$ cat config.mk
export PLATFORM = sky130hd
export DESIGN_NAME = shm_ring_port
export DESIGN_NICKNAME = d
export VERILOG_FILES = /design/src/rtl/shm_ring_pkg.sv /design/src/rtl/shm_ring_desc.sv /design/src/rtl/shm_ring_agen.sv /design/src/rtl/shm_ring_seq.sv /design/src/rtl/shm_ring_port.sv
export SDC_FILE = /design/constraint.sdc
export NUM_CORES = 1
export LEC_CHECK = 0
export ABC_AREA = 1
export ABC_CLOCK_PERIOD_IN_PS = 5700
export BUFFER_PORTS_ARGS = -buffer_cell sky130_fd_sc_hd__buf_4
export CAP_MARGIN = 20
export CORE_UTILIZATION = 63
export CTS_CLUSTER_DIAMETER = 200
export DETAILED_ROUTE_END_ITERATION = 12
export PLACE_DENSITY_LB_ADDON = 0.08
export SYNTH_ARGS = -nofsm -noshare
export SYNTH_HDL_FRONTEND = slang
export SYNTH_SLANG_ARGS = --single-unit
$ cat constraint.sdc
create_clock -name clk -period 5.7 [get_ports clk]
set_clock_uncertainty 0.1 [all_clocks]
set_input_delay 0.57 -clock clk [delete_from_list [all_inputs] [get_ports clk]]
set_output_delay 0.57 -clock clk [all_outputs]
set_load 0.005 [all_outputs]
$ cat src/rtl/shm_ring_pkg.sv
package shm_ring_pkg;

    localparam int unsigned RING_AW  = 19;
    localparam int unsigned RING_DW  = 8;
    localparam int unsigned RING_OPW = 3;

    typedef enum logic [RING_OPW-1:0] {
        OP_INIT  = 3'd0,
        OP_EMPTY = 3'd1,
        OP_FULL  = 3'd2,
        OP_GET   = 3'd3,
        OP_PUT   = 3'd4
    } ring_op_e;

    typedef enum logic [2:0] {
        AS_MASK,
        AS_PROD,
        AS_CONS,
        AS_SLOT_CONS,
        AS_SLOT_PROD
    } addr_sel_e;

    typedef enum logic [3:0] {
        ST_IDLE,
        ST_ACQ,
        ST_LD_MASK,
        ST_LD_PROD,
        ST_LD_CONS,
        ST_PEEK,
        ST_XFER,
        ST_WBACK,
        ST_REL
    } seq_state_e;

    function automatic logic op_known(input logic [RING_OPW-1:0] code);
        return code <= 3'd4;
    endfunction

    function automatic logic op_is_query(input logic [RING_OPW-1:0] code);
        return (code == 3'd1) || (code == 3'd2);
    endfunction

endpackage

$ cat src/rtl/shm_ring_desc.sv
module shm_ring_desc #(
    parameter int unsigned AW = 19,
    parameter int unsigned DW = 8
) (
    input  logic          clk,
    input  logic          rst,
    input  logic          ld_base,
    input  logic [AW-1:0] base_in,
    input  logic          ld_mask,
    input  logic          ld_prod,
    input  logic          ld_cons,
    input  logic [DW-1:0] ld_val,
    input  logic          adv_prod,
    input  logic          adv_cons,
    output logic [AW-1:0] base,
    output logic [DW-1:0] mask,
    output logic [DW-1:0] prod_idx,
    output logic [DW-1:0] cons_idx,
    output logic [DW-1:0] nxt_prod,
    output logic [DW-1:0] nxt_cons,
    output logic          base_zero
);

    localparam logic [DW-1:0] ONE = DW'(1);

    always_comb begin
        nxt_prod  = (prod_idx + ONE) & mask;
        nxt_cons  = (cons_idx + ONE) & mask;
        base_zero = (base == '0);
    end

    always_ff @(posedge clk) begin
        if (rst) begin
            base     <= '0;
            mask     <= '0;
            prod_idx <= '0;
            cons_idx <= '0;
        end else begin
            if (ld_base) base <= base_in;
            if (ld_mask) mask <= ld_val;
            if (ld_prod)       prod_idx <= ld_val;
            else if (adv_prod) prod_idx <= nxt_prod;
            if (ld_cons)       cons_idx <= ld_val;
            else if (adv_cons) cons_idx <= nxt_cons;
        end
    end

endmodule

$ cat src/rtl/shm_ring_agen.sv
module shm_ring_agen
    import shm_ring_pkg::*;
#(
    parameter int unsigned AW = 19,
    parameter int unsigned DW = 8
) (
    input  logic [AW-1:0] base,
    input  addr_sel_e     sel,
    input  logic [DW-1:0] prod_idx,
    input  logic [DW-1:0] cons_idx,
    output logic [AW-1:0] addr
);

    localparam logic [AW-1:0] OFS_MASK = AW'(3);
    localparam logic [AW-1:0] OFS_PROD = AW'(2);
    localparam logic [AW-1:0] OFS_CONS = AW'(1);

    always_comb begin
        unique case (sel)
            AS_MASK:      addr = base - OFS_MASK;
            AS_PROD:      addr = base - OFS_PROD;
            AS_CONS:      addr = base - OFS_CONS;
            AS_SLOT_CONS: addr = base + AW'(cons_idx);
            AS_SLOT_PROD: addr = base + AW'(prod_idx);
            default:      addr = base;
        endcase
    end

endmodule

$ cat src/rtl/shm_ring_seq.sv
module shm_ring_seq
    import shm_ring_pkg::*;
#(
    parameter int unsigned DW = 8
) (
    input  logic                clk,
    input  logic                rst,
    input  logic                cmd_valid,
    output logic                cmd_ready,
    input  logic [RING_OPW-1:0] cmd_op,
    input  logic                cmd_addr_zero,
    input  logic [DW-1:0]       cmd_data,
    input  logic                base_zero,
    output logic                rsp_valid,
    output logic                rsp_flag,
    output logic                rsp_err,
    output logic [DW-1:0]       rsp_data,
    output logic                bus_req,
    input  logic                bus_grant,
    output logic                mem_valid,
    output logic                mem_we,
    output logic [DW-1:0]       mem_wdata,
    output addr_sel_e           addr_sel,
    input  logic                mem_ready,
    input  logic [DW-1:0]       mem_rdata,
    input  logic [DW-1:0]       cons_idx,
    input  logic [DW-1:0]       nxt_prod,
    input  logic [DW-1:0]       nxt_cons,
    output logic                ld_base,
    output logic                ld_mask,
    output logic                ld_prod,
    output logic                ld_cons,
    output logic                adv_prod,
    output logic                adv_cons
);

    seq_state_e    state;
    ring_op_e      op_q;
    logic [DW-1:0] data_q;
    logic [DW-1:0] rdat_q;
    logic          flag_q;
    logic          blocked_q;
    logic          acc;
    logic          on_cons;
    logic          cons_equal;
    logic          prod_hits;

    always_comb begin
        on_cons    = (op_q == OP_GET) || (op_q == OP_EMPTY);
        cmd_ready  = (state == ST_IDLE);
        bus_req    = (state != ST_IDLE) && (state != ST_REL);
        mem_valid  = (state == ST_LD_MASK) || (state == ST_LD_PROD) ||
                     (state == ST_LD_CONS) || (state == ST_PEEK) ||
                     (state == ST_XFER) || (state == ST_WBACK);
        acc        = mem_valid && mem_ready;
        cons_equal = (mem_rdata == cons_idx);
        prod_hits  = (mem_rdata == nxt_prod);

        mem_we    = 1'b0;
        mem_wdata = '0;
        addr_sel  = AS_MASK;
        unique case (state)
            ST_LD_MASK: addr_sel = AS_MASK;
            ST_LD_PROD: addr_sel = AS_PROD;
            ST_LD_CONS: addr_sel = AS_CONS;
            ST_PEEK:    addr_sel = on_cons ? AS_PROD : AS_CONS;
            ST_XFER: begin
                addr_sel  = (op_q == OP_GET) ? AS_SLOT_CONS : AS_SLOT_PROD;
                mem_we    = (op_q == OP_PUT);
                mem_wdata = data_q;
            end
            ST_WBACK: begin
                addr_sel  = (op_q == OP_GET) ? AS_CONS : AS_PROD;
                mem_we    = 1'b1;
                mem_wdata = (op_q == OP_GET) ? nxt_cons : nxt_prod;
            end
            default: addr_sel = AS_MASK;
        endcase

        ld_base  = (state == ST_IDLE) && cmd_valid && (cmd_op == OP_INIT);
        ld_mask  = acc && (state == ST_LD_MASK);
        ld_prod  = acc && (state == ST_LD_PROD);
        ld_cons  = acc && (state == ST_LD_CONS);
        adv_cons = acc && (state == ST_WBACK) && (op_q == OP_GET);
        adv_prod = acc && (state == ST_WBACK) && (op_q == OP_PUT);
    end

    always_ff @(posedge clk) begin
        if (rst) begin
            state     <= ST_IDLE;
            op_q      <= OP_INIT;
            data_q    <= '0;
            rdat_q    <= '0;
            flag_q    <= 1'b0;
            blocked_q <= 1'b0;
            rsp_valid <= 1'b0;
            rsp_flag  <= 1'b0;
            rsp_err   <= 1'b0;
            rsp_data  <= '0;
        end else begin
            rsp_valid <= 1'b0;
            unique case (state)
                ST_IDLE: begin
                    if (cmd_valid) begin
                        data_q    <= cmd_data;
                        rdat_q    <= '0;
                        flag_q    <= 1'b0;
                        blocked_q <= 1'b0;
                        if (!op_known(cmd_op)) begin
                            rsp_valid <= 1'b1;
                            rsp_flag  <= 1'b0;
                            rsp_err   <= 1'b1;
                            rsp_data  <= '0;
                        end else begin
                            op_q <= ring_op_e'(cmd_op);
                            if (cmd_op == OP_INIT) begin
                                if (cmd_addr_zero) begin
                                    rsp_valid <= 1'b1;
                                    rsp_flag  <= 1'b0;
                                    rsp_err   <= 1'b0;
                                    rsp_data  <= '0;
                                end else begin
                                    state <= ST_ACQ;
                                end
                            end else if (base_zero) begin
                                rsp_valid <= 1'b1;
                                rsp_flag  <= op_is_query(cmd_op);
                                rsp_err   <= !op_is_query(cmd_op);
                                rsp_data  <= '0;
                            end else begin
                                state <= ST_ACQ;
                            end
                        end
                    end
                end
                ST_ACQ: begin
                    if (bus_grant) state <= (op_q == OP_INIT) ? ST_LD_MASK : ST_PEEK;
                end
                ST_LD_MASK: if (acc) state <= ST_LD_PROD;
                ST_LD_PROD: if (acc) state <= ST_LD_CONS;
                ST_LD_CONS: if (acc) state <= ST_REL;
                ST_PEEK: begin
                    if (acc) begin
                        unique case (op_q)
                            OP_EMPTY: begin
                                flag_q <= cons_equal;
                                state  <= ST_REL;
                            end
                            OP_FULL: begin
                                flag_q <= prod_hits;
                                state  <= ST_REL;
                            end
                            OP_GET: begin
                                if (cons_equal) begin
                                    blocked_q <= 1'b1;
                                    state     <= ST_REL;
                                end else begin
                                    state <= ST_XFER;
                                end
                            end
                            default: begin
                                if (prod_hits) begin
                                    blocked_q <= 1'b1;
                                    state     <= ST_REL;
                                end else begin
                                    state <= ST_XFER;
                                end
                            end
                        endcase
                    end
                end
                ST_XFER: begin
                    if (acc) begin
                        if (op_q == OP_GET) rdat_q <= mem_rdata;
                        state <= ST_WBACK;
                    end
                end
                ST_WBACK: if (acc) state <= ST_REL;
                ST_REL: begin
                    if (!bus_grant) begin
                        if (blocked_q) begin
                            blocked_q <= 1'b0;
                            state     <= ST_ACQ;
                        end else begin
                            state     <= ST_IDLE;
                            rsp_valid <= 1'b1;
                            rsp_flag  <= flag_q;
                            rsp_err   <= 1'b0;
                            rsp_data  <= (op_q == OP_GET) ? rdat_q : '0;
                        end
                    end
                end
                default: state <= ST_IDLE;
            endcase
        end
    end

endmodule

$ cat src/rtl/shm_ring_port.sv
module shm_ring_port
    import shm_ring_pkg::*;
#(
    parameter int unsigned AW = RING_AW,
    parameter int unsigned DW = RING_DW
) (
    input  logic                clk,
    input  logic                rst,
    input  logic                cmd_valid,
    output logic                cmd_ready,
    input  logic [RING_OPW-1:0] cmd_op,
    input  logic [AW-1:0]       cmd_addr,
    input  logic [DW-1:0]       cmd_data,
    output logic                rsp_valid,
    output logic                rsp_flag,
    output logic                rsp_err,
    output logic [DW-1:0]       rsp_data,
    output logic                bus_req,
    input  logic                bus_grant,
    output logic                mem_valid,
    output logic                mem_we,
    output logic [AW-1:0]       mem_addr,
    output logic [DW-1:0]       mem_wdata,
    input  logic                mem_ready,
    input  logic [DW-1:0]       mem_rdata
);

    logic [AW-1:0] base;
    logic [DW-1:0] mask;
    logic [DW-1:0] prod_idx;
    logic [DW-1:0] cons_idx;
    logic [DW-1:0] nxt_prod;
    logic [DW-1:0] nxt_cons;
    logic          base_zero;
    logic          ld_base;
    logic          ld_mask;
    logic          ld_prod;
    logic          ld_cons;
    logic          adv_prod;
    logic          adv_cons;
    logic          cmd_addr_zero;
    addr_sel_e     addr_sel;

    assign cmd_addr_zero = (cmd_addr == '0);

    shm_ring_desc #(.AW(AW), .DW(DW)) u_desc (
        .clk      (clk),
        .rst      (rst),
        .ld_base  (ld_base),
        .base_in  (cmd_addr),
        .ld_mask  (ld_mask),
        .ld_prod  (ld_prod),
        .ld_cons  (ld_cons),
        .ld_val   (mem_rdata),
        .adv_prod (adv_prod),
        .adv_cons (adv_cons),
        .base     (base),
        .mask     (mask),
        .prod_idx (prod_idx),
        .cons_idx (cons_idx),
        .nxt_prod (nxt_prod),
        .nxt_cons (nxt_cons),
        .base_zero(base_zero)
    );

    shm_ring_agen #(.AW(AW), .DW(DW)) u_agen (
        .base    (base),
        .sel     (addr_sel),
        .prod_idx(prod_idx),
        .cons_idx(cons_idx),
        .addr    (mem_addr)
    );

    shm_ring_seq #(.DW(DW)) u_seq (
        .clk          (clk),
        .rst          (rst),
        .cmd_valid    (cmd_valid),
        .cmd_ready    (cmd_ready),
        .cmd_op       (cmd_op),
        .cmd_addr_zero(cmd_addr_zero),
        .cmd_data     (cmd_data),
        .base_zero    (base_zero),
        .rsp_valid    (rsp_valid),
        .rsp_flag     (rsp_flag),
        .rsp_err      (rsp_err),
        .rsp_data     (rsp_data),
        .bus_req      (bus_req),
        .bus_grant    (bus_grant),
        .mem_valid    (mem_valid),
        .mem_we       (mem_we),
        .mem_wdata    (mem_wdata),
        .addr_sel     (addr_sel),
        .mem_ready    (mem_ready),
        .mem_rdata    (mem_rdata),
        .cons_idx     (cons_idx),
        .nxt_prod     (nxt_prod),
        .nxt_cons     (nxt_cons),
        .ld_base      (ld_base),
        .ld_mask      (ld_mask),
        .ld_prod      (ld_prod),
        .ld_cons      (ld_cons),
        .adv_prod     (adv_prod),
        .adv_cons     (adv_cons)
    );

endmodule

Yosys cells after proc, flatten, opt, wreduce, memory -nomap -nowiden
Index checks and enable logic that the tools add are counted.
Operators by class
  eq/ne operators: 40
  reductions and logical operators: 40
  mux-type cells: 76
  bitwise operators: 2
  $mul: 0
  add/sub/neg operators: 7
  shift-type cells: 0
  divide/modulo/power cells: 0
  $lt $le $gt $ge: 1
Operator list (count)
  two-way mux 8 bit: 16
  one-hot mux 19 bit (5 select lines): 1
  two-way mux 4 bit: 14
  one-hot mux 8 bit (2 select lines): 3
  adder 19 x 8 -> 19 bit: 2
  zero test 19 bit: 2
  subtractor 19 x 2 -> 19 bit, second input constant: 2
  one-hot mux 4 bit (8 select lines): 1
  two-way mux 1 bit: 27
  subtractor 19 x 1 -> 19 bit, second input constant: 1
  adder 8 x 1 -> 8 bit, second input constant: 2
  AND 8 bit: 2
  equality test 4 x 3 -> 1 bit, second input constant: 4
  equality test 8 bit: 2
  equality test 3 x 2 -> 1 bit, second input constant: 5
  one-hot mux 3 bit (5 select lines): 1
  one-hot mux 1 bit (2 select lines): 7
  inequality test 2 x 1 -> 1 bit, second input constant: 6
  inequality test 2 bit, second input constant: 6
  inequality test 3 x 2 -> 1 bit, second input constant: 4
  AND reduction 11 bit: 1
  logical AND 1 bit: 10
  nonzero test 2 bit: 5
  equality test 3 x 1 -> 1 bit, second input constant: 3
  24 further kinds: 39
Word-level totals
  logic and storage cells: 180
  ROM bits: 0
  output and inout port bits: 42
  register bits: 79
  memories: 0
  memory bits (writable): 0
  input port bits: 43
  bits in latches: 0

Longest topological paths before layout
Gate-level depths: netlist of run 1.
  depth after elaboration: 11
  gate-level depth with buffers: 19
  gate-level depth less buffers: 19

By module
A second synthesis of run 1 with hierarchy kept.
Unflattened totals
  cells, all modules: 1071
  area, all modules: 6472.5 um2
By module, submodules not included
  shm_ring_seq: cells an instance 359, times used 1, area each 2298.5 um2, seq. area each 720.7 um2
  shm_ring_desc: cells an instance 295, times used 1, area each 2087.0 um2, seq. area each 860.8 um2
  shm_ring_agen: cells an instance 402, times used 1, area each 2015.7 um2, seq. area each 0.0 um2
  shm_ring_port: cells an instance 15, times used 1, area each 71.3 um2, seq. area each 0.0 um2

Worst setup path after synthesis of run 1
Ideal clock, no wire load.
  path kind: register to output
  start point: reg u_seq.state[2]
  end point: out mem_addr[14]
  stages on the path, launching flop included: 20
  arrival time: 3.038 ns
  data required time: 5.030 ns
  path buffers: 0
  path slack: 1.992 ns
  cells stage by stage: dfxtp_1 inv_2 nor2_4 nand2_1 nor2_2 inv_1 nor2_1 nor3_4 o311ai_0 o221ai_1 fa_1 nand2_1 o21ai_1 a21boi_0 o21ai_1 a21oi_1 inv_1 a21oi_1 o21ai_1 o21ai_0
On the way
  word-level cells in the longest chain between the ends: 4
  elaborated cells between the ends (all ways): 12
  those cells by class: eq/ne: 9; mux: 2; reduce/logical: 1
RTL lines
  start, declared: RTL line shm_ring_seq.sv:37  | seq_state_e state;
  start signal, assigned: RTL line shm_ring_seq.sv:137  | if (bus_grant) state <= (op_q == OP_INIT) ? ST_LD_MASK : ST_PEEK;
  equality test 4 x 3 -> 1 bit or equality test 4 x 2 -> 1 bit (tied branches): RTL line shm_ring_seq.sv:62  | unique case (state)
  one-hot mux 3 bit (5 select lines) (*): RTL line shm_ring_seq.sv:62
  equality test 3 bit, or another cell as far along: RTL line shm_ring_agen.sv:19  | unique case (sel)
  one-hot mux 19 bit (5 select lines) (*): RTL line shm_ring_agen.sv:19
  end, declared: RTL line shm_ring_port.sv:22  | output logic [AW-1:0] mem_addr,
Mark *: on every way between the ends. The rest lies on a longest branch, timed or not.

Worst setup path in the final report of run 1
Same ends and word-level chain as after synthesis.

==> metrics.csv, run 1 <==
stage,metric,value,unit
outcome,run_status,completed,
floorplanning,core,0.008678,mm^2
global_route,grt_max_degree,53,
sta,min_period_over_period,89.31,%
floorplanning,fp-row-count,34,
clock_network,path_clk_slew,100,ps
global_route,grt_usage,37.15,%
synth,synth_compound_gate_area_share,22.89,%
routing,wl_per_cell,16.20,um
clock_network,clk_latency,360,ps
global_route,grt_pass1_wl,28.59,mm
placement,gp_congestion,0.9846,
clock_network,cts_tree,done,
cells_and_area,drive_above_1_share,15.02,%
setup_path,worstPathRequired,5030,ps
routing,drt_iter0_drc,488,
floorplanning,initial_core_util,64.99,%
global_route,grt_overflow,0,
power,power.total,1953,uW
placement,dp_hpwl,13.06,mm
sta,setup_tns,0,ps
placement,post_dp_cell_area,0.006322,mm^2
setup_path,cp_slowest_cell,nor2_4,
setup_path,path_class,reg2out,
setup_path,path_max_fanout,24,
setup_path,path_delay_family,compound AO/OA/AOI/OAI gates,
synth,ys_warn_count,0,
setup_path,max_stage_delay,490,ps
power,ir_drop,0.2336,mV
cells_and_area,multiInputGateArea,0.003532,mm^2
synth,synth_top_area_share,28.04,%
cells_and_area,syn_to_final_growth,15.42,%
routing,dr_total_vias,6424,
cells_and_area,fillers,713,
cells_and_area,diodes,0,
sta,slew_violations,0,
synth,synthSimpleGateAreaFrac,31.21,%
synth,syn_area,0.005640,mm^2
synth,synthesis.nets,936,
sta,worst_slew_pin_slew,737.2,ps
clock_network,numCtsBuffers,9,
synth,synthAdderAreaFrac,5.235,%
sta,grt_setup_unrepaired,false,
job,maxCapViolCount,0,
routing,drc,0,
synth,ys_seq_area_share,28.04,%
floorplanning,dieArea,0.009335,mm^2
cells_and_area,design_area,0.006510,mm^2
setup_path,arrival,4420,ps
sta,setup_viol,0,
synth,syn_inst,870,
clock_network,ctsHoldBuffers,0,
clock_network,cts_setup_buffers,0,
synth,syn_area_per_cell,6.483,um^2
setup_path,cp-end-kind,primary output,
global_route,antenna_found_initial,0,
clock_network,root_buffer,clkbuf_8,
power,total_leakage_power,0.002980,uW
clock_network,post_cts_resized,0,
setup_path,worstPathCellList,inv_2 -> nor2_4 -> nand2_1 -> nor2_4 -> nand2_2 -> o311ai_0 -> o221ai_1 -> fa_1 -> nand2_1 -> o21ai_1 -> a21boi_0 -> o21ai_1 -> a21oi_1 -> inv_1 -> a21oi_1 -> o21ai_1 -> o21ai_0 -> buf_4,
clock_network,clockBufferDepth,2,
clock_network,cts.sinks,79,
floorplanning,ios,85,
floorplanning,dieWidth,96.62,um
sta,relSlewSlack,50.47,%
sta,hold_viol,0,
setup_path,path_buf_inv,3,
synth,synth_cell_type_count,44,
power,powerDensity,300.0,mW/mm^2
synth,synth_top_family_by_area,simple AND/OR/NAND/NOR gates,
routing,antenna_left,0,
placement,post-place-ws,1109,ps
worst_hold_path,worstHoldPathType,in2reg,
synth,synth_top_area_cell,dfxtp_1,
cells_and_area,final_net_count,1013,
sta,worst_slack,609.1,ps
setup_path,crit_path_frequent_cell,o21ai_1,
clock_network,h-tree-depth,3,
setup_path,start_kind,flop,
synth,synthMuxAreaShare,0.1775,%
cells_and_area,seq_area,0.001582,mm^2
sta,finalCriticalPeriod,5091,ps
routing,drt-vias-per-instance,6.060,
sta,fmax,196.4,MHz
synth,synth_area_leaders,"dfxtp_1 28%, nand2_1 11%, nor2_1 8.1%",
synth,ys_ff_latch,79,
routing,firstDrtPassIters,6,
floorplanning,dieHeight,96.62,um
synth,synth_xor_xnor_area_share,3.106,%
placement,io_buffers,84,
global_route,grt_pass1_vias,6048,
routing,drt-total-wl,17.17,mm
[power breakdown]
| group | switching [uW] | internal, uW |
|---|---|---|
| clock | 222 | 203 |
| sequential | 58.1 | 626 |
| combinational | 496 | 347 |
| total | 776 | 1180 |
[cells in the final DEF, fill, tap and decap left out, types with 2 or more instances in the layout]
cell type  synthesis  routed
nand2_2            5       5
clkinv_2           0       2
nor3_1             9       9
nor2_1           122     122
dfxtp_1           79      79
nor2_4             8       8
o221ai_1          16      16
a22oi_1            2       2
and2_1             2       2
nand2_1          160     160
clkbuf_1          11       2
buf_4              0      86
o31ai_1            3       3
xor2_1            11      11
o21ai_0           81      81
clkbuf_8           0       9
inv_1            106     106
nand3_1           46      46
a21oi_1           76      76
xnor2_1            9       9
nor2_2             6       6
nand3b_1           3       3
nor4_1             6       6
o211ai_1           2       2
a221oi_1           9       9
nand4_1           15      15
a21boi_0           2       2
inv_2              8       8
a211oi_2           7       7
ha_1              22      22
o21ai_1           14      14
o22ai_1            5       5
nor3_4             2       2
or2_2              3       3
[final cells by class]
type	instances	share of cell area, %
multi-input cells	657	54.26
flip-flops and latches	79	24.29
repair buffers	86	9.917
inverters	114	6.573
well taps	108	2.076
clock buffers	11	2.018
clock inverters	5	0.8649
[state kept, by name (all words and copies together), names as in the netlist, 3 cells and up]
signal and count:
u_desc.base 19, u_desc.cons_idx 8, u_desc.mask 8, u_desc.prod_idx 8, u_seq.data_q 8, u_seq.rdat_q 8, u_seq.rsp_data 8, u_seq.state 4
u_seq.op_q 3
[tightest hold or removal path, delay by kind of cell]
kind | cells | cell delay, ps
buf+inv | 1 | 70
simple gates | 2 | 110
[worst paths after layout]
path,slack (ps),to,cells after the start,from
worst min-delay path,330,u_seq.data_q[0]$_SDFFE_PP0P_,3,cmd_data[0]
worst max-delay path,610,mem_addr[14],18,u_seq.state[2]$_SDFFE_PP0P_
worst max register to register,2950,u_desc.base[1]$_SDFFE_PP0P_,10,u_seq.state[0]$_SDFFE_PP0P_
worst min register to register,380,u_seq.rdat_q[4]$_SDFFE_PP0P_,2,u_seq.rdat_q[4]$_SDFFE_PP0P_
[cells by family after synthesis]
family,Yosys count
and+or+nand+nor,392
AOI/OAI and AO/OA,221
buffers and inverters,134
DFF,79
adders and majority gates,23
xor gates and xnor gates,20
muxes,1
[synthesized netlist by cell type, drive strengths merged]
library cell and n:
o221ai 16, or2 3, nor2 136, nand4 16, a211oi 8, o21a 1, nand3 47, dfxtp 79
a31oi 1, o311ai 1, ha 22, nor3 12, nor4 6, a221oi 9, fa 1, inv 114
a22oi 2, and2 3, nand3b 3, a21oi 76, xor2 11, a21boi 2, buf 9, nand2 166
o22ai 5, o211ai 2, clkbuf 11, xnor2 9, o31ai 3, mux2i 1, o21ai 95
[per-stage QoR]
step                std cells  utilization (%)  hold slack (ps)
floorplan                 870                -            329.7
global placement         1044            72.85            357.1
detailed placement       1044            72.85            370.1
CTS                      1060            75.01            325.6
global route             1060            75.01            352.6
finish                   1060            75.01            329.1
[layer usage]
layer / part of all wire [%] / vias up / wire length, um / GRT usage (%)
li1: - / 3080 / - / -
met3: 8.4 / 47 / 1443 / 5.202
met4: 3.2 / 0 / 548 / 15.61
met5: 0 / - / 0 / 0
met1: 41 / 2958 / 6998 / 47.25
met2: 48 / 339 / 8176 / 62.89
Note: power is estimated with default switching activity, not from simulation.
==> inputs of run 2 (changes only) <==
CORE_UTILIZATION = 64   (was 63)
SYNTH_HIERARCHICAL = 1   (was unset)
==> metrics.csv, run 2 <==
stage,metric,value,unit
floorplanning,dieArea,0.01052,mm^2
clock_network,numCtsBuffers,9,
worst_hold_path,hp-start,cmd_addr[16],
cells_and_area,design_area,0.007382,mm^2
routing,dr_wl_met2,8.852,mm
synth,synth_edf_count,0,
setup_path,r2r_slack,3210,ps
setup_path,rr_startpoint,u_seq/state[3]$_SDFFE_PP0P_,
cells_and_area,final_net_count,1214,
synth,synth_cell_type_count,49,
setup_path,path_max_fanout,13,
synth,synth_area_leaders,"dfxtp_1 24%, nand2_1 16%, nor2_1 8.4%",
routing,drt-vias-per-instance,5.652,
placement,gp_congestion,0.9610,
floorplanning,dieHeight,102.6,um
sta,slew_violations,0,
cells_and_area,fillers,860,
setup_path,worstReg2RegEnd,u_seq/rsp_data[6]$_SDFFE_PP0P_,
setup_path,ff2ff_path_depth,8,
floorplanning,initial_core_util,66.22,%
clock_network,cts_setup_buffers,0,
worst_hold_path,worstHoldPathType,in2reg,
synth,synth_top_family_by_area,simple AND/OR/NAND/NOR gates,
synth,synth_top_area_cell,dfxtp_1,
global_route,grt_pass1_vias,6374,
cells_and_area,diodes,0,
routing,drt-total-wl,19.08,mm
clock_network,clockBufferDepth,2,
clock_network,post_cts_resized,0,
setup_path,arrival,4360,ps
setup_path,crit_path_frequent_cell,nand3_1,
clock_network,ctsHoldBuffers,0,
cells_and_area,drive_above_1_share,16.09,%
routing,firstDrtPassIters,5,
global_route,grt_usage,37.17,%
sta,setup_viol,0,
setup_path,max_stage_delay,450,ps
floorplanning,ios,85,
setup_path,path_delay_family,simple AND/OR/NAND/NOR gates,
synth,synthMostInstantiatedCell,nand2_1,
global_route,grt_overflow,0,
clock_network,cts.sinks,79,
clock_network,root_buffer,clkbuf_8,
synth,synthMuxAreaShare,0,%
clock_network,clk_latency,370,ps
routing,dr_total_vias,7251,
global_route,antenna_found_initial,0,
synth,ys_ff_latch,79,
worst_hold_path,hold_end,u_desc/base[16]$_SDFFE_PP0P_,
cells_and_area,layout_commonest_cell,nand2_1,
synth,syn_area,0.006472,mm^2
synth,synthSimpleGateAreaFrac,40.17,%
synth,ys.flop_type,dfxtp_1,
setup_path,worstPathCellList,inv_2 -> nor2_2 -> inv_2 -> nor2_2 -> inv_2 -> nor2_1 -> nor2_2 -> nand2_2 -> inv_1 -> nand2_1 -> nand3_1 -> ha_1 -> fa_1 -> nand3_1 -> nand3_1 -> nand2_1 -> nand2_1 -> or2_2 -> nand3_1 -> o211ai_1 -> buf_4,
synth,ys_warn_count,6,
routing,drc,0,
synth,synthAdderAreaFrac,5.142,%
placement,post_dp_cell_area,0.007163,mm^2
setup_path,cp_slowest_cell,dfxtp_1,
sta,finalCriticalPeriod,5034,ps
power,total_leakage_power,0.003454,uW
global_route,grt_max_degree,32,
clock_network,h-tree-depth,3,
floorplanning,dieWidth,102.6,um
clock_network,cts_tree,done,
routing,antenna_left,0,
cells_and_area,regMostFlops,u_desc/base,
sta,hold_viol,0,
cells_and_area,seq_area,0.001582,mm^2
sta,worst_slew_pin_slew,944.5,ps
synth,synth_async_sr_flop_share,0,%
setup_path,path_class,reg2out,
floorplanning,fp-row-count,36,
synth,syn_area_per_cell,6.043,um^2
synth,synthTopCellsByCount,"269 x nand2_1, 144 x nor2_1, 123 x inv_1, 86 x nand3_1, 79 x dfxtp_1",
power,powerDensity,278.8,mW/mm^2
cells_and_area,multiInputGateArea,0.004215,mm^2
clock_network,path_clk_slew,90,ps
synth,synth_compound_gate_area_share,17.80,%
sta,relSlewSlack,36.80,%
setup_path,cp-end-kind,primary output,
worst_hold_path,holdPathStages,3,
cells_and_area,syn_to_final_growth,14.05,%
synth,synthesis.nets,1140,
setup_path,start_kind,flop,
setup_path,path_buf_inv,5,
placement,dp_hpwl,14.57,mm
power,ir_drop,0.2305,mV
sta,grt_setup_unrepaired,false,
routing,wl_per_cell,14.87,um
synth,synth_xor_xnor_area_share,2.010,%
routing,wl_met1,7.790,mm
synth,synth_top_area_share,24.43,%
synth,ys_seq_area_share,24.43,%
global_route,grt_pass1_wl,30.25,mm
routing,drt_iter0_drc,586,
cells_and_area,mostFrequentLayoutCells,"269 x nand2_1, 144 x nor2_1, 123 x inv_1",
setup_path,worstPathRequired,5030,ps
floorplanning,core,0.009774,mm^2
synth,syn_inst,1071,
sta,fmax,198.6,MHz
cells_and_area,largest_register_ffs,19,
routing,dr.max_layer_used,met4,
routing,route.met3.wl,1.546,mm
outcome,run_status,completed,
placement,io_buffers,84,
sta,setup_tns,0,ps
sta,min_period_over_period,88.32,%
job,maxCapViolCount,0,
-- run 2: cell count changes after synthesis, sizes merged, moves of 7 or more --
cell    change
o21ai      -14
nor2       +32
o21bai      +7
o221ai     -13
nand3      +40
a221oi      -9
xor2        -9
o211ai     +12
inv        +33
nand2     +118
a211oi      -8
-- run 2: final cells by class --
cell class,count,area share (%)
Clock inverter,6,1.237
Timing Repair Buffer,85,8.644
Sequential cell,79,21.42
Inverter,149,7.610
Tap cell,133,2.254
Clock buffer,10,1.729
Multi-Input combinational cell,821,57.10
-- run 2: how the worst max path moves through the flow --
stage	slack (ps)	startpoint	cells after the start	to
floorplan	1760	u_seq/state[2]$_SDFFE_PP0P_	22	mem_addr[8]
global placement	1310	u_seq/state[2]$_SDFFE_PP0P_	21	mem_addr[8]
detailed placement	1120	u_seq/state[2]$_SDFFE_PP0P_	21	mem_addr[8]
CTS	700	u_seq/state[2]$_SDFFE_PP0P_	21	mem_addr[8]
global route	200	u_seq/state[1]$_SDFFE_PP0P_	21	mem_addr[17]
finish	670	u_seq/state[2]$_SDFFE_PP0P_	21	mem_addr[8]
-- run 2: through the flow --
stage / setup slack (ps) / std cells / utilization [%] / hold WS (ps) / power (uW)
CTS: 700.2 / 1283 / 75.52 / 324.2 / 2035
global placement: 1313 / 1267 / 73.28 / 335.8 / 1561
finish: 665.8 / 1283 / 75.52 / 324.8 / 2058
floorplan: 1763 / 1071 / - / 324.5 / 1255
global route: 198.1 / 1283 / 75.52 / 312.0 / 2219
detailed placement: 1119 / 1267 / 73.28 / 343.4 / 1572
-- run 2: routing by layer --
metal,vias to the layer above,global-route usage [%]
met2,340,62.72
met3,65,7.322
met4,0,19.23
li1,3626,-
met1,3220,44.84
met5,-,0
-- run 2: logic make-up after synthesis --
family | after synthesis
fa+ha+maj | 26
buf+inv | 171
simple gates | 581
xor+xnor | 14
flops | 79
compound gates | 200
-- run 2: worst register-to-register path: cells and delay by family (launching register included) --
family	cells	cell delay (ps)
AO/OA/AOI/OAI	2	810
buffers and inverters	2	250
flip-flops	1	380
AND/OR/NAND/NOR	4	850
-- run 2: where the power goes --
| group | total (uW) | internal [uW] | leakage, uW | switching [uW] |
|---|---|---|---|---|
| registers | 663 | 611 | 0.000642 | 51.6 |
| clock network | 468 | 250 | 0.000111 | 218 |
| logic | 927 | 372 | 0.00270 | 555 |
| total | 2060 | 1230 | 0.00345 | 825 |
==> inputs of run 3 (changes only) <==
==> constraint.sdc (replaced) <==
create_clock -name clk -period 5.7 [get_ports clk]
set_clock_uncertainty 0.1 [all_clocks]
set_input_delay 0.855 -clock clk [delete_from_list [all_inputs] [get_ports clk]]
set_output_delay 0.855 -clock clk [all_outputs]
set_load 0.005 [all_outputs]
==> metrics.csv, run 3 (synthesis gave the netlist of run 2 again) <==
stage,metric,value,unit
setup_path,cp_slowest_cell,fa_1,
placement,gp_congestion,0.9635,
floorplanning,ios,85,
global_route,grt_usage,37.31,%
placement,post_dp_cell_area,0.007171,mm^2
cells_and_area,design_area,0.007418,mm^2
sta,min_period_over_period,91.32,%
power,ir_drop,0.2152,mV
routing,drt_iter0_drc,570,
cells_and_area,final_net_count,1215,
setup_path,cp-end-kind,primary output,
routing,dr_total_vias,7284,
routing,drc,0,
setup_path,crit_path_frequent_cell,nand3_1,
clock_network,cts_setup_buffers,0,
sta,setup_tns,0,ps
clock_network,clk_latency,360,ps
floorplanning,dieWidth,102.6,um
power,powerDensity,283.0,mW/mm^2
setup_path,max_stage_delay,430,ps
floorplanning,dieArea,0.01052,mm^2
job,maxCapViolCount,0,
floorplanning,core,0.009774,mm^2
worst_hold_path,worstHoldPathType,reg2reg,
setup_path,path_max_fanout,18,
outcome,run_status,completed,
clock_network,ctsHoldBuffers,0,
setup_path,path_buf_inv,4,
floorplanning,initial_core_util,66.22,%
sta,setup_viol,0,
sta,worst_slew_pin_slew,897.2,ps
routing,firstDrtPassIters,5,
clock_network,root_buffer,clkbuf_8,
routing,wl_per_cell,14.70,um
setup_path,worstPathRequired,4740,ps
setup_path,start_kind,flop,
routing,drt-total-wl,18.87,mm
setup_path,arrival,4250,ps
setup_path,worstPathCellList,inv_1 -> nor2_2 -> nand2_1 -> inv_2 -> nand3_1 -> o211ai_1 -> inv_1 -> nor2_2 -> nand2_2 -> nand2_4 -> nand3_1 -> ha_1 -> fa_1 -> nand3_1 -> nand3_1 -> nand2_1 -> nand2_1 -> or2_2 -> nand3_1 -> o211ai_1 -> buf_4,
floorplanning,fp-row-count,36,
cells_and_area,regMostFlops,u_desc/base,
clock_network,path_clk_slew,90,ps
clock_network,cts.sinks,79,
placement,dp_hpwl,14.41,mm
cells_and_area,diodes,0,
cells_and_area,final_util,75.90,%
sta,whs,360.2,ps
sta,fmax,192.1,MHz
clock_network,clockBufferDepth,2,
sta,relSlewSlack,39.96,%
clock_network,h-tree-depth,3,
global_route,grt_overflow,0,
cells_and_area,drive_above_1_share,16.25,%
global_route,grt_max_degree,32,
cells_and_area,mostFrequentLayoutCells,"269 x nand2_1, 143 x nor2_1, 123 x inv_1",
sta,finalCriticalPeriod,5205,ps
sta,hold_viol,0,
global_route,grt_pass1_vias,6479,
global_route,antenna_found_initial,0,
placement,io_buffers,84,
clock_network,cts_tree,done,
setup_path,path_delay_family,simple AND/OR/NAND/NOR gates,
setup_path,path_class,reg2out,
cells_and_area,layout_commonest_cell,nand2_1,
sta,slew_violations,0,
clock_network,numCtsBuffers,9,
power,total_leakage_power,0.003466,uW
routing,drt-vias-per-instance,5.673,
cells_and_area,syn_to_final_growth,14.61,%
cells_and_area,largest_register_ffs,19,
floorplanning,dieHeight,102.6,um
global_route,grt_pass1_wl,30.36,mm
routing,antenna_left,0,
sta,grt_setup_unrepaired,false,
-- run 3: cell count changes in the layout (fill, tap and decap cells not counted), sizes merged --
cell and delta:
buf +1, bufinv +1, clkinv -1, clkinvlp +1, inv -1
-- run 3: per-layer routing --
metal  vias to the layer above  share of wire [%]  GRT usage [%]
met2                       341                 46          60.82
met1                      3245                 40          45.70
met5                         -                  0              0
met3                        73                8.0          6.915
met4                         0                5.1          22.75
li1                       3625                  -              -
-- run 3: worst register-to-register path: cells and delay by family (launching register included) --
kind                   cells  cell delay [ps]
buffers and inverters      2              240
and+or+nand+nor            4              810
DFF                        1              380
AOI/OAI and AO/OA          2              790
-- run 3: area by class of cell --
cell class | instances | area (um^2)
clock buffer | 10 | 127.6
fill | 854 | 2356
multi-input combinational | 821 | 4218
inverter | 149 | 561.8
sequential | 79 | 1582
tap | 133 | 166.4
clock inverter | 6 | 117.6
timing repair buffer | 86 | 645.6
-- run 3: repair_timing --
action	in CTS	in global routing
hold endpoints to repair	0	0
endpoints found under the setup margin	0	3
gates resized for setup	0	1
-- run 3: metrics by stage --
stage	worst slack, ps	total power [uW]	instances
after floorplan	1478	1255	1071
after global placement	1000	1557	1268
after global routing	128.5	2259	1284
after CTS	380.9	2082	1284
final	494.9	2099	1284
after detailed placement	824.4	1570	1268
-- run 3: final timing paths --
path / from / to / slack (ps) / cells past startpoint
worst max-delay path: u_seq/op_q[0]$_SDFFE_PP0P_ / mem_addr[8] / 490 / 21
worst max register to register: u_seq/state[3]$_SDFFE_PP0P_ / u_seq/rsp_data[6]$_SDFFE_PP0P_ / 3270 / 8
worst min register to register: u_seq/data_q[4]$_SDFFE_PP0P_ / u_seq/data_q[4]$_SDFFE_PP0P_ / 360 / 2
worst min-delay path: u_seq/data_q[4]$_SDFFE_PP0P_ / u_seq/data_q[4]$_SDFFE_PP0P_ / 360 / 2
-- run 3: power by group --
group	internal, uW	switching (uW)	total (uW)	leakage (uW)
Combinational	372	549	921	0.00271
Sequential	611	51.4	663	0.000642
Clock	295	220	515	0.000119
